## src/rtl/cfgp_pkg.sv

```systemverilog
// Package: shared constants and types for the keyed configuration port.
// Assumes: byte-wide bus and register indices fixed at the values below.
package cfgp_pkg;
    typedef enum logic [1:0] {
        KL_LOCKED = 2'd0,
        KL_HALF   = 2'd1,
        KL_OPEN   = 2'd2
    } kl_state_e;

    localparam logic [7:0] IDX_DEVSEL  = 8'h0F;
    localparam logic [7:0] IDX_CHIP_HI = 8'h1E;
    localparam logic [7:0] IDX_CHIP_LO = 8'h1F;
    localparam logic [7:0] IDX_EN      = 8'h40;
    localparam logic [7:0] IDX_BASE_HI = 8'h44;
    localparam logic [7:0] IDX_BASE_LO = 8'h45;
    localparam logic [7:0] IDX_IRQ     = 8'h48;

    localparam logic [7:0] DEF_UNLOCK  = 8'h5A;
    localparam logic [7:0] DEF_LOCK    = 8'hA5;
    localparam logic [7:0] LOCKED_READ = 8'hFF;
endpackage

```

## src/rtl/cfgp_keylock.sv

```systemverilog
// Module: cfgp_keylock
// Tracks the key sequence on index-port writes. Access opens after two
// consecutive unlock-key writes and closes on the lock key. While access is
// open, it raises idx_load for every other index byte.
// Assumes: idx_wr is a single-cycle strobe for index-port writes only.
module cfgp_keylock
    import cfgp_pkg::*;
#(
    parameter logic [7:0] UNLOCK_KEY = DEF_UNLOCK,
    parameter logic [7:0] LOCK_KEY   = DEF_LOCK
) (
    input  logic       clk,
    input  logic       rst_n,
    input  logic       idx_wr,
    input  logic [7:0] wdata,
    output logic       is_open,
    output logic       idx_load
);
    kl_state_e state;

    // Purpose: advance the unlock sequence and handle the lock key.
    always_ff @(posedge clk) begin
        if (!rst_n) begin
            state <= KL_LOCKED;
        end else if (idx_wr) begin
            case (state)
                KL_LOCKED: state <= (wdata == UNLOCK_KEY) ? KL_HALF : KL_LOCKED;
                KL_HALF:   state <= (wdata == UNLOCK_KEY) ? KL_OPEN : KL_LOCKED;
                KL_OPEN:   state <= (wdata == LOCK_KEY)   ? KL_LOCKED : KL_OPEN;
                default:   state <= KL_LOCKED;
            endcase
        end
    end

    // Purpose: decode the open flag and the index-register load strobe.
    always_comb begin
        is_open  = (state == KL_OPEN);
        idx_load = idx_wr && is_open && (wdata != LOCK_KEY);
    end
endmodule

```

## src/rtl/cfgp_bank.sv

```systemverilog
// Module: cfgp_bank
// Holds one logical device's enable, 16-bit base address and IRQ field.
// Assumes: the parent has already qualified each write enable with the
// open state, the register index and the device select.
module cfgp_bank #(
    parameter int IRQ_W = 4
) (
    input  logic             clk,
    input  logic             rst_n,
    input  logic             we_en,
    input  logic             we_base_hi,
    input  logic             we_base_lo,
    input  logic             we_irq,
    input  logic [7:0]       wdata,
    output logic             active,
    output logic [15:0]      base,
    output logic [IRQ_W-1:0] irq
);
    // Purpose: store the banked registers, all cleared by reset.
    always_ff @(posedge clk) begin
        if (!rst_n) begin
            active <= 1'b0;
            base   <= 16'h0000;
            irq    <= '0;
        end else begin
            if (we_en)      active     <= wdata[0];
            if (we_base_hi) base[15:8] <= wdata;
            if (we_base_lo) base[7:0]  <= wdata;
            if (we_irq)     irq        <= wdata[IRQ_W-1:0];
        end
    end
endmodule

```

## src/rtl/cfgp_top.sv

```systemverilog
// Module: cfgp_top
// Configuration front end reached through an index port and a data port.
// It contains a key lock, an index register, a logical-device select,
// per-device banks, read-only chip ID bytes and a registered read path.
// Assumes: bus_wr and bus_rd are never asserted in the same cycle, and
// IRQ_W is at most 8.
module cfgp_top
    import cfgp_pkg::*;
#(
    parameter int         NUM_DEV    = 8,
    parameter int         IRQ_W      = 4,
    parameter logic [7:0] UNLOCK_KEY = DEF_UNLOCK,
    parameter logic [7:0] LOCK_KEY   = DEF_LOCK,
    parameter logic [7:0] CHIP_MAJOR = 8'hC5,
    parameter logic [7:0] CHIP_MINOR = 8'h31
) (
    input  logic                     clk,
    input  logic                     rst_n,
    input  logic                     bus_wr,
    input  logic                     bus_rd,
    input  logic                     bus_port,
    input  logic [7:0]               bus_wdata,
    output logic [7:0]               bus_rdata,
    output logic                     cfg_open,
    output logic [NUM_DEV-1:0]       dev_active,
    output logic [NUM_DEV*16-1:0]    dev_base,
    output logic [NUM_DEV*IRQ_W-1:0] dev_irq
);
    localparam int DEV_W = (NUM_DEV > 1) ? $clog2(NUM_DEV) : 1;

    logic             idx_wr;
    logic             idx_load;
    logic             data_wr;
    logic [7:0]       index_q;
    logic [DEV_W-1:0] dev_sel;
    logic [7:0]       data_mux;
    logic             act_arr  [NUM_DEV];
    logic [15:0]      base_arr [NUM_DEV];
    logic [IRQ_W-1:0] irq_arr  [NUM_DEV];

    // Purpose: split the bus strobes into index-port and data-port writes.
    always_comb begin
        idx_wr  = bus_wr && !bus_port;
        data_wr = bus_wr && bus_port && cfg_open;
    end

    cfgp_keylock #(
        .UNLOCK_KEY (UNLOCK_KEY),
        .LOCK_KEY   (LOCK_KEY)
    ) u_keylock (
        .clk      (clk),
        .rst_n    (rst_n),
        .idx_wr   (idx_wr),
        .wdata    (bus_wdata),
        .is_open  (cfg_open),
        .idx_load (idx_load)
    );

    // Purpose: hold the register index selected through the index port.
    always_ff @(posedge clk) begin
        if (!rst_n)        index_q <= 8'h00;
        else if (idx_load) index_q <= bus_wdata;
    end

    // Purpose: hold the global logical-device select.
    always_ff @(posedge clk) begin
        if (!rst_n)
            dev_sel <= '0;
        else if (data_wr && index_q == IDX_DEVSEL)
            dev_sel <= bus_wdata[DEV_W-1:0];
    end

    for (genvar gi = 0; gi < NUM_DEV; gi++) begin : g_bank
        logic hit;
        assign hit = data_wr && (dev_sel == DEV_W'(gi));

        cfgp_bank #(.IRQ_W(IRQ_W)) u_bank (
            .clk        (clk),
            .rst_n      (rst_n),
            .we_en      (hit && index_q == IDX_EN),
            .we_base_hi (hit && index_q == IDX_BASE_HI),
            .we_base_lo (hit && index_q == IDX_BASE_LO),
            .we_irq     (hit && index_q == IDX_IRQ),
            .wdata      (bus_wdata),
            .active     (act_arr[gi]),
            .base       (base_arr[gi]),
            .irq        (irq_arr[gi])
        );

        assign dev_active[gi]               = act_arr[gi];
        assign dev_base[gi*16 +: 16]        = base_arr[gi];
        assign dev_irq[gi*IRQ_W +: IRQ_W]   = irq_arr[gi];
    end

    // Purpose: select the data-port read value for the current index.
    always_comb begin
        case (index_q)
            IDX_DEVSEL:  data_mux = 8'(dev_sel);
            IDX_CHIP_HI: data_mux = CHIP_MAJOR;
            IDX_CHIP_LO: data_mux = CHIP_MINOR;
            IDX_EN:      data_mux = {7'b0, act_arr[dev_sel]};
            IDX_BASE_HI: data_mux = base_arr[dev_sel][15:8];
            IDX_BASE_LO: data_mux = base_arr[dev_sel][7:0];
            IDX_IRQ:     data_mux = 8'(irq_arr[dev_sel]);
            default:     data_mux = 8'h00;
        endcase
    end

    // Purpose: register read data, forced to 0xFF while access is closed.
    always_ff @(posedge clk) begin
        if (!rst_n)
            bus_rdata <= LOCKED_READ;
        else if (bus_rd)
            bus_rdata <= !cfg_open ? LOCKED_READ : (bus_port ? data_mux : index_q);
    end
endmodule

```

## config.mk

```make
export PLATFORM = sky130hd
export DESIGN_NAME = cfgp_top
export DESIGN_NICKNAME = d
export VERILOG_FILES = /design/src/rtl/cfgp_pkg.sv /design/src/rtl/cfgp_keylock.sv /design/src/rtl/cfgp_bank.sv /design/src/rtl/cfgp_top.sv
export SDC_FILE = /design/constraint.sdc
export NUM_CORES = 1
export LEC_CHECK = 0
export CORE_ASPECT_RATIO = 2
export CORE_UTILIZATION = 36
export CTS_CLUSTER_DIAMETER = 200
export DETAILED_ROUTE_END_ITERATION = 16
export DONT_BUFFER_PORTS = 1
export PLACE_DENSITY_LB_ADDON = 0.25
export SLEW_MARGIN = 20
export SYNTH_ARGS = -nofsm -noshare
export SYNTH_HDL_FRONTEND = slang
export SYNTH_SLANG_ARGS = --single-unit
```

## constraint.sdc

```tcl
create_clock -name clk -period 2.7 [get_ports clk]
set_input_delay 0 -clock clk [delete_from_list [all_inputs] [get_ports clk]]
set_output_delay 0 -clock clk [all_outputs]
set_load 0.005 [all_outputs]
```

==> results of run 1 <==
-- critical path: cells and delay by family (launching register included) --
family | cells | cell delay (ns)
AO/OA/AOI/OAI | 2 | 0.78
buffers and inverters | 1 | 0.28
flip-flops | 1 | 0.70
multiplexers | 2 | 0.49
AND/OR/NAND/NOR | 1 | 0.06
-- placed cells by master (no fill, tap or decap), drive strengths merged, types with 2 or more instances in the layout --
cell           n
dlygate4sd3   14
nand2        254
and2           7
a31oi          2
o221ai         2
a21oi          6
nor2          24
nand2b         3
nor4           2
o22ai          9
o21ai         59
nor3           2
and3           2
nand4          2
o32ai          3
clkinv         4
nor4bb         3
o221a          3
dfxtp        189
clkinvlp       2
clkbuf        19
a21boi       168
nand3         62
mux4          42
or2            2
mux2           4
nand4b         5
mux2i         26
bufinv         4
nand3b         2
and4b          3
buf           56
inv            8
a21o           4
nor2b         15
nor4b          4
-- where the power goes --
group          switching [mW]  internal, mW  total [mW]
combinational           0.114        0.0656       0.179
sequential          0.0000240          2.79        2.79
clock                    1.17          1.56        2.73
-- how the worst max path moves through the flow --
stage	startpoint	endpoint	slack (ns)	depth (start not counted)
global placement	dev_sel[2]	bus_rdata[4]	0.30	6
finish	dev_sel[2]	bus_rdata[4]	0.25	6
CTS	index_q[7]	g_bank[6].u_bank.irq[3]	0.17	7
detailed placement	dev_sel[2]	bus_rdata[4]	0.30	6
global route	dev_sel[2]	bus_rdata[4]	0.08	6
floorplan	dev_sel[1]	bus_rdata[4]	0.75	7
-- cell families after synthesis --
| group | after synthesis |
|---|---|
| AO/OA/AOI/OAI | 264 |
| buffers and inverters | 106 |
| flip-flops | 189 |
| multiplexers | 72 |
| AND/OR/NAND/NOR | 394 |
-- final cells by class --
| cell class | instances | area (um2) | area share [%] |
|---|---|---|---|
| diodes | 1 | 2.50 | 0.0240 |
| clock buffers | 19 | 433 | 4.16 |
| clock inverters | 13 | 189 | 1.82 |
| inverters | 5 | 18.8 | 0.180 |
| multi-input cells | 730 | 4900 | 47.1 |
| flip-flops and latches | 189 | 3790 | 36.4 |
| well taps | 336 | 420 | 4.04 |
| repair buffers | 70 | 656 | 6.30 |
-- per-stage QoR --
step / power, mW / cells
finish: 5.69 / 1363
global route: 5.86 / 1362
CTS: 5.73 / 1358
detailed placement: 2.89 / 1307
global placement: 2.89 / 1307
floorplan: 2.96 / 1025
-- sequential cells by signal, indices dropped and copies added (netlist names) --
signal	flops
dev_sel	3
g_bank.u_bank.base	128
index_q	8
bus_rdata	8
u_keylock.state	2
g_bank.u_bank.active	8
g_bank.u_bank.irq	32
-- per-layer routing --
layer | GRT usage (%) | vias to the layer above | share of wire [%]
li1 | - | 3553 | -
met1 | 28.2 | 3780 | 33
met2 | 48.6 | 351 | 52
met3 | 9.11 | 77 | 9.4
met4 | 16.7 | 0 | 5.5
met5 | 0 | - | 0
-- repair_timing --
action,in CTS,in global routing
endpoints found under the hold margin,189,0
hold buffers,19,0
setup buffers,0,4
endpoints found under the setup margin,0,1
==> flow_metrics.env, run 1 <==
export IMPL_synth_xor_area_share_pct=0
export IMPL_ios=190
export IMPL_ir_drop_v=0.000415
export IMPL_critPathMaxFanout=20
export IMPL_cp_slowest_cell="dfxtp_2"
export IMPL_synth_net_count=1038
export IMPL_clock_fmax_mhz=408
export IMPL_synth_compound_area_share_pct=20.1
export IMPL_fillers=2517
export IMPL_clk_pin_slew_ns=0.07
export IMPL_p_leak_nw=3.17
export IMPL_syn_mean_instance_area_um2=8.93
export IMPL_synthFlopType="dfxtp_1"
export IMPL_synthSimpleGateAreaFrac_pct=19.8
export IMPL_fin_ws_ns=0.249
export IMPL_grt_max_degree=191
export IMPL_async_flop_share_pct=0
export IMPL_cts_resized=0
export IMPL_worst_pin_slew_ns=1.10
export IMPL_synth_mux_area_share_pct=13.7
export IMPL_antenna_found_initial=0
export IMPL_port_buffers=0
export IMPL_tns_ns=0
export IMPL_grt_pass1_vias=7547
export IMPL_critPathMaxStageDelay_ns=0.70
export IMPL_synth_largest_area_cell="dfxtp_1"
export IMPL_yosysTopAreaCellShare_pct=41.3
export IMPL_clock_latency_ns=0.46
export IMPL_num_vias=7761
export IMPL_wl_per_cell_um=25.7
export IMPL_outcome="finished clean"
export IMPL_yosysWarnings=0
export IMPL_crit_type="flop to flop"
export IMPL_cp_end_kind="flop"
export IMPL_setup_viol=0
export IMPL_cts_made_buffers=17
export IMPL_reg2reg_from="dev_sel[2]"
export IMPL_htreeDepth=4
export IMPL_yosys_cell_count_top_type="nand2_1"
export IMPL_core_area_um2=25000
export IMPL_fin_crit_sh_pct=90.8
export IMPL_die_h_um=227
export IMPL_pre_cts_slack_ns=0.304
export IMPL_hold_path_class="primary input to flop"
export IMPL_synth_commonest_cells="nand2_1, dfxtp_1, a21boi_0"
export IMPL_root_buffer="clkbuf_16"
export IMPL_r2r_end="bus_rdata[4]"
export IMPL_synthToLayoutAreaGrowth_pct=13.7
export IMPL_firstDrtPassIters=5
export IMPL_drc=0
export IMPL_rsz0062_at_grt="false"
export IMPL_die_area_um2=26100
export IMPL_crit_arrival_ns=2.75
export IMPL_stdcell_area_um2=10400
export IMPL_drv_slew=0
export IMPL_dp_hpwl_mm=24.8
export IMPL_synth_edf_count=0
export IMPL_rows=82
export IMPL_ys_ff_latch=189
export IMPL_fin_hold_ws_ns=0.0238
export IMPL_synthTopCellsByArea="dfxtp_1, a21boi_0, nand2_1, mux4_2, nand3_1"
export IMPL_rr_worst_depth=6
export IMPL_layout_drive_gt1_share_pct=14.6
export IMPL_max_clock_path_buffers=2
export IMPL_initial_core_util_pct=36.6
export IMPL_min_period_ns=2.45
export IMPL_cts_tree="built"
export IMPL_min_to="bus_rdata[1]"
export IMPL_r2r_setup_slack_ns=0.25
export IMPL_cap_violations=0
export IMPL_antenna_left=0
export IMPL_gp_congestion=0.951
export IMPL_grt_first_pass_wirelength_mm=51.6
export IMPL_hold_depth=2
export IMPL_final_nets=1026
export IMPL_die_x_um=115
export IMPL_relSlewSlack_pct=26.2
export IMPL_crit_chain="buf_4, mux4_2, mux2i_1, nor2_1, a2111oi_0, o21ai_0"
export IMPL_powerDensity_nw_per_um2=547
export IMPL_routed_wl_mm=35.1
export IMPL_clock_skew_ns=0.00880
export IMPL_ys_types=48
export IMPL_final_core_util_pct=41.6
export IMPL_viasPerCell=5.69
export IMPL_synth_top_family_by_area="compound AO/OA/AOI/OAI gates"
export IMPL_dr_first_iter_drc_count=680
export IMPL_syn_cell_area_um2=9150
export IMPL_cts_sinks=189
export IMPL_placed_area_um2=9510
export IMPL_ys_seq_area_share_pct=41.3
export IMPL_synthAdderAreaFrac_pct=0
export IMPL_overflow=0
export IMPL_cp_start_kind="flop"
export IMPL_synth_cells=1025
export IMPL_grt_total_usage_pct=27.7
export IMPL_cp_required_ns=3.00
export IMPL_hold_viol=0
export IMPL_hp_start="rst_n"
(Power assumes the default switching activity.)
==> run 2, diff against run 1 <==
clock period = 3.15 ns   (was 2.7 ns; I/O delays follow)
==> run 2 against run 1 <==
The flow now finishes with violations (hold timing); non-clock buffer count down 19; setup slack worse by 0.064 ns; sequential share of layout area rose by 0.62 points; critical path depth unchanged; sequential cell count did not move; power fell by 16%; global-route usage increased by 0.64 points; routed wire length is 2.1% higher; critical endpoint is now bus_rdata[0].
==> flow_metrics.env, run 2 (same netlist as run 1, synthesis figures left out) <==
export IMPL_grt_max_degree=191
export IMPL_die_x_um=115
export IMPL_core_area_um2=25000
export IMPL_ios=190
export IMPL_internal_power_mw=3.69
export IMPL_overflow=0
export IMPL_r2r_setup_slack_ns=0.18
export IMPL_swShare_pct=22.5
export IMPL_tns_ns=0
export IMPL_synthToLayoutAreaGrowth_pct=11.9
export IMPL_routed_wl_mm=35.8
export IMPL_final_core_util_pct=40.9
export IMPL_placed_area_um2=9350
export IMPL_fillers=2535
export IMPL_max_clock_path_buffers=2
export IMPL_ir_drop_v=0.000313
export IMPL_hold_path_class="primary input to flop"
export IMPL_min_period_ns=2.97
export IMPL_cp_slowest_cell="dfxtp_2"
export IMPL_critPathMaxStageDelay_ns=0.83
export IMPL_clock_skew_ns=0.00906
export IMPL_fin_hold_ws_ns=-0.0544
export IMPL_cts_tree="built"
export IMPL_num_vias=7725
export IMPL_cp_end_kind="flop"
export IMPL_fin_cells=1351
export IMPL_port_buffers=0
export IMPL_p_switching_mw=1.08
export IMPL_root_buffer="clkbuf_16"
export IMPL_grt_met3_usage_pct=9.72
export IMPL_p_seq_share_pct=50.0
export IMPL_crit_family="buffers and inverters"
export IMPL_gp_congestion=0.936
export IMPL_grt_first_pass_wirelength_mm=52.4
export IMPL_top_register="g_bank.u_bank.base"
export IMPL_clock_fmax_mhz=337
export IMPL_wl_per_cell_um=26.5
export IMPL_rows=82
export IMPL_htreeDepth=4
export IMPL_layout_commonest_cell="nand2_1"
export IMPL_fin_ws_ns=0.185
export IMPL_failed_checks="hold timing"
export IMPL_grt_total_usage_pct=28.3
export IMPL_drv_slew=0
export IMPL_grt_pass1_vias=7535
export IMPL_powerDensity_nw_per_um2=466
export IMPL_final_cell_mix="nand2_1, dfxtp_1, a21boi_0"
export IMPL_met2_usage_pct=48.7
export IMPL_cts_made_buffers=17
export IMPL_cts_setup_buffers=0
export IMPL_firstDrtPassIters=5
export IMPL_critPathMaxFanout=22
export IMPL_clock_latency_ns=0.45
export IMPL_antenna_found_initial=3
export IMPL_crit_type="flop to flop"
export IMPL_grt_use_met1_pct=27.7
export IMPL_relSlewSlack_pct=26.6
export IMPL_die_area_um2=26100
export IMPL_outcome="finished with violations"
export IMPL_dp_hpwl_mm=24.7
export IMPL_cp_required_ns=3.50
export IMPL_dp_cells=1289
export IMPL_crit_arrival_ns=3.31
export IMPL_viasPerCell=5.72
export IMPL_drc=0
export IMPL_layout_drive_gt1_share_pct=12.8
export IMPL_largest_reg_flops=128
export IMPL_initial_core_util_pct=36.6
export IMPL_setup_viol=0
export IMPL_combPwrFrac_pct=3.2
export IMPL_power_mw=4.77
export IMPL_final_nets=1007
export IMPL_dr_first_iter_drc_count=625
export IMPL_cts_sinks=189
export IMPL_fin_crit_sh_pct=94.1
export IMPL_crit_chain="buf_4, mux4_2, mux2_2, nand2_1, a32oi_1, dlygate4sd3_1"
export IMPL_pre_cts_slack_ns=0.466
export IMPL_clk_pin_slew_ns=0.07
export IMPL_grt_busiest_layer="met2"
export IMPL_rsz0062_at_grt="false"
export IMPL_antenna_left=0
export IMPL_cap_violations=0
export IMPL_path_buf_inv=2
export IMPL_worst_pin_slew_ns=1.10
export IMPL_cp_start_kind="flop"
export IMPL_clkPwrFrac_pct=46.7
export IMPL_stdcell_area_um2=10200
export IMPL_hold_viol=3
export IMPL_top_regs="g_bank.u_bank.base (128), g_bank.u_bank.irq (32)"
export IMPL_die_h_um=227
export IMPL_p_leak_nw=3.04
## run 2: cell types whose count changed in the layout (fill, tap and decap cells not counted), moves of 2 or more
| cell | previous run | this run |
|---|---|---|
| diode_2 | 1 | 8 |
| dlygate4sd3_1 | 14 | 17 |
| buf_12 | 6 | 4 |
| clkbuf_8 | 0 | 4 |
| inv_6 | 3 | 1 |
| clkinv_2 | 2 | 4 |
| buf_4 | 49 | 29 |
| bufinv_16 | 4 | 2 |
| clkinv_4 | 2 | 0 |
## run 2: repair_timing
item / in CTS / in global routing
resized for setup: 0 / 1
endpoints found under the setup margin: 0 / 1
hold buffers: 22 / 0
endpoints found under the hold margin: 189 / 0
## run 2: layer usage
layer  share of wire [%]  vias to the layer above  wire (um)
met4                 7.2                        0       2560
li1                    -                     3527          -
met1                  32                     3733      11600
met5                   0                        -          0
met3                 9.3                       97       3350
met2                  51                      368      18300
## run 2: final timing paths
path	startpoint	endpoint	depth (start not counted)
max	dev_sel[0]	bus_rdata[0]	6
min	rst_n	bus_rdata[7]	2
max reg2reg	dev_sel[0]	bus_rdata[0]	6
min reg2reg	g_bank[6].u_bank.base[14]	g_bank[6].u_bank.base[14]	2
## run 2: power by group through the flow
stage / logic, mW / clock network [mW] / registers, mW
5_1_grt: 0.159 / 2.34 / 2.39
2_1_floorplan: 0.0911 / 0 / 2.44
3_3_place_gp: 0.0342 / 0 / 2.44
4_1_cts: 0.151 / 2.25 / 2.39
6_report: 0.154 / 2.23 / 2.39
3_5_place_dp: 0.0343 / 0 / 2.44
## run 2: area by class of cell
type                    count  area (um2)  share of cell area (%)
diodes                      8        20.0                   0.195
clock buffers              22         484                    4.73
clock inverters            10         111                    1.09
inverters                   5        18.8                   0.183
multi-input cells         730        4900                    47.9
flip-flops and latches    189        3790                    37.0
well taps                 336         420                    4.10
repair buffers             51         495                    4.84
==> run 3, diff against run 2 <==
SYNTH_HIERARCHICAL = 1   (was not set)
==> run 3 against run 2 <==
The run ends with DRC left; register-to-register slack gained 0.15 ns; synthesized cell count fell by 20%; setup slack improved by 0.15 ns; sequential power barely moved; worst hold slack gained 0.070 ns; cell area is 0.93% lower; first-iteration DRC count shrank 45%; clock skew increased by 0.0032 ns; combinational power barely moved; critical endpoint is now bus_rdata[6]; largest cell class unchanged; highest routed layer is now met5.
==> flow_metrics.env, run 3 <==
export IMPL_outcome="finished with violations"
export IMPL_failed_checks="DRC"
export IMPL_crit_chain="buf_12, mux4_2, mux2i_1, nor2_1, nor3_1, o21ai_1, dlygate4sd3_1"
export IMPL_hold_viol=0
export IMPL_overflow=0
export IMPL_yosysTopAreaCellShare_pct=41.6
export IMPL_grt_max_degree=188
export IMPL_fin_ws_ns=0.331
export IMPL_yosysWarnings=6
export IMPL_relSlewSlack_pct=40.3
export IMPL_cp_required_ns=3.49
export IMPL_dr_first_iter_drc_count=346
export IMPL_combPwrFrac_pct=3.3
export IMPL_critPathMaxStageDelay_ns=0.87
export IMPL_synth_net_count=836
export IMPL_antenna_found_initial=2
export IMPL_fin_crit_sh_pct=89.5
export IMPL_dp_cells=1121
export IMPL_p_seq_share_pct=51.2
export IMPL_num_vias=6189
export IMPL_cts_sinks=189
export IMPL_internal_power_mw=3.56
export IMPL_syn_cell_area_um2=9100
export IMPL_r2r_end="bus_rdata[6]"
export IMPL_die_x_um=114
export IMPL_rsz0062_at_grt="false"
export IMPL_grt_pass1_vias=6090
export IMPL_critPathMaxFanout=27
export IMPL_ys_seq_area_share_pct=41.6
export IMPL_firstDrtPassIters=11
export IMPL_clock_skew_ns=0.0122
export IMPL_power_mw=4.66
export IMPL_r2r_setup_slack_ns=0.33
export IMPL_clkPwrFrac_pct=45.5
export IMPL_initial_core_util_pct=36.5
export IMPL_synth_largest_area_cell="dfxtp_1"
export IMPL_async_flop_share_pct=0
export IMPL_clk_pin_slew_ns=0.07
export IMPL_crit_family="flip-flops"
export IMPL_ios=190
export IMPL_antenna_left=0
export IMPL_cts_made_buffers=17
export IMPL_cap_violations=0
export IMPL_path_buf_inv=2
export IMPL_crit_type="flop to flop"
export IMPL_rr_worst_depth=7
export IMPL_htreeDepth=4
export IMPL_hold_depth=3
export IMPL_core_area_um2=24900
export IMPL_synth_commonest_cells="mux2i_1, dfxtp_1, nor2b_1"
export IMPL_routed_wl_mm=30.3
export IMPL_cts_setup_buffers=0
export IMPL_cp_end_kind="flop"
export IMPL_ys_ff_latch=189
export IMPL_cp_slowest_cell="dfxtp_2"
export IMPL_drc=2
export IMPL_max_clock_path_buffers=2
export IMPL_final_nets=840
export IMPL_synthTopCellsByArea="dfxtp_1, mux2i_1, nor2b_1, mux4_2, buf_6"
export IMPL_grt_first_pass_wirelength_mm=43.3
export IMPL_cp_start_kind="flop"
export IMPL_min_to="u_keylock/state[1]"
export IMPL_clock_fmax_mhz=355
export IMPL_port_buffers=0
export IMPL_root_buffer="clkbuf_16"
export IMPL_top_regs="g_bank.u_bank/base (128), g_bank.u_bank/irq (32)"
export IMPL_min_period_ns=2.82
export IMPL_largest_reg_flops=128
export IMPL_diodes=0
export IMPL_pre_cts_slack_ns=0.814
export IMPL_ys_types=43
export IMPL_viasPerCell=5.26
export IMPL_worst_pin_slew_ns=0.892
export IMPL_synth_edf_count=0
export IMPL_synthFlopType="dfxtp_1"
export IMPL_layout_drive_gt1_share_pct=13.0
export IMPL_hold_path_class="primary input to flop"
export IMPL_grt_total_usage_pct=23.7
export IMPL_setup_viol=0
export IMPL_synthToLayoutAreaGrowth_pct=11.6
export IMPL_hold_buffers=23
export IMPL_hp_start="bus_wdata[2]"
export IMPL_final_cell_mix="mux2i_1, nor2b_1, dfxtp_1"
export IMPL_die_h_um=227
export IMPL_clock_latency_ns=0.46
export IMPL_gp_congestion=0.884
export IMPL_synth_cells=823
export IMPL_crit_arrival_ns=3.16
export IMPL_powerDensity_nw_per_um2=459
export IMPL_p_leak_nw=2.97
export IMPL_wl_per_cell_um=25.8
export IMPL_swShare_pct=23.7
export IMPL_drv_slew=0
export IMPL_layout_commonest_cell="mux2i_1"
export IMPL_die_area_um2=25900
export IMPL_cts_resized=0
export IMPL_ir_drop_v=0.000404
export IMPL_top_register="g_bank.u_bank/base"
export IMPL_syn_mean_instance_area_um2=11.1
export IMPL_yosys_cell_count_top_type="mux2i_1"
export IMPL_p_switching_mw=1.10
export IMPL_fin_hold_ws_ns=0.0160
export IMPL_tns_ns=0
export IMPL_dp_hpwl_mm=20.7
export IMPL_reg2reg_from="dev_sel[1]"
export IMPL_cts_tree="built"
export IMPL_fin_cells=1176
export IMPL_rows=82
## run 3: cells by family after synthesis
kind of cell / Yosys count / synth area share (%)
buffers and inverters: 71 / 5.08
multiplexers: 240 / 32.2
flip-flops: 189 / 41.6
AND/OR/NAND/NOR: 280 / 17.9
AO/OA/AOI/OAI: 43 / 3.23
## run 3: routing by layer
metal  routed length [um]  part of all wire [%]  GRT usage [%]
met1                10500                    35           24.0
met2                16500                    54           42.6
met3                 1790                   5.9           6.95
met4                 1520                   5.0           13.7
met5                   13                 0.043              0
## run 3: cell type report
type,instances,area [um2]
multi-input cells,563,4850
clock buffers,18,429
fillers,2400,14800
repair buffers,47,493
inverters,9,33.8
flip-flops and latches,189,3790
clock inverters,14,134
well taps,336,420
## run 3: how the worst max path moves through the flow
| stage | start | to | slack (ns) | cells after the start |
|---|---|---|---|---|
| floorplan | dev_sel[0] | g_bank[1].u_bank/base[0] | 1.30 | 9 |
| global placement | dev_sel[1] | bus_rdata[3] | 0.86 | 6 |
| detailed placement | dev_sel[1] | bus_rdata[3] | 0.81 | 6 |
| CTS | dev_sel[1] | bus_rdata[6] | 0.30 | 7 |
| global route | dev_sel[1] | bus_rdata[6] | 0.20 | 7 |
| finish | dev_sel[1] | bus_rdata[6] | 0.33 | 7 |
## run 3: through the flow
stage | instance area [um2] | util, %
6_report | 10100 | 40.7
5_1_grt | 10100 | 40.7
4_1_cts | 10100 | 40.7
3_5_place_dp | 9300 | 37.3
3_3_place_gp | 9300 | 37.3
2_1_floorplan | 9100 | -
## run 3: worst reg2reg max path: stages (launching register included)
cell           delay, ns
dfxtp_2             0.87
buf_12              0.29
mux4_2              0.53
mux2i_1             0.17
nor2_1              0.05
nor3_1              0.14
o21ai_1             0.07
dlygate4sd3_1       0.58
## run 3: power by group through the flow
stage,combinational [mW],sequential [mW],clock [mW]
after floorplan,0.0637,2.44,0
after detailed placement,0.0445,2.44,0
after global placement,0.0447,2.44,0
after global routing,0.160,2.39,2.25
after CTS,0.153,2.39,2.16
final,0.153,2.39,2.12
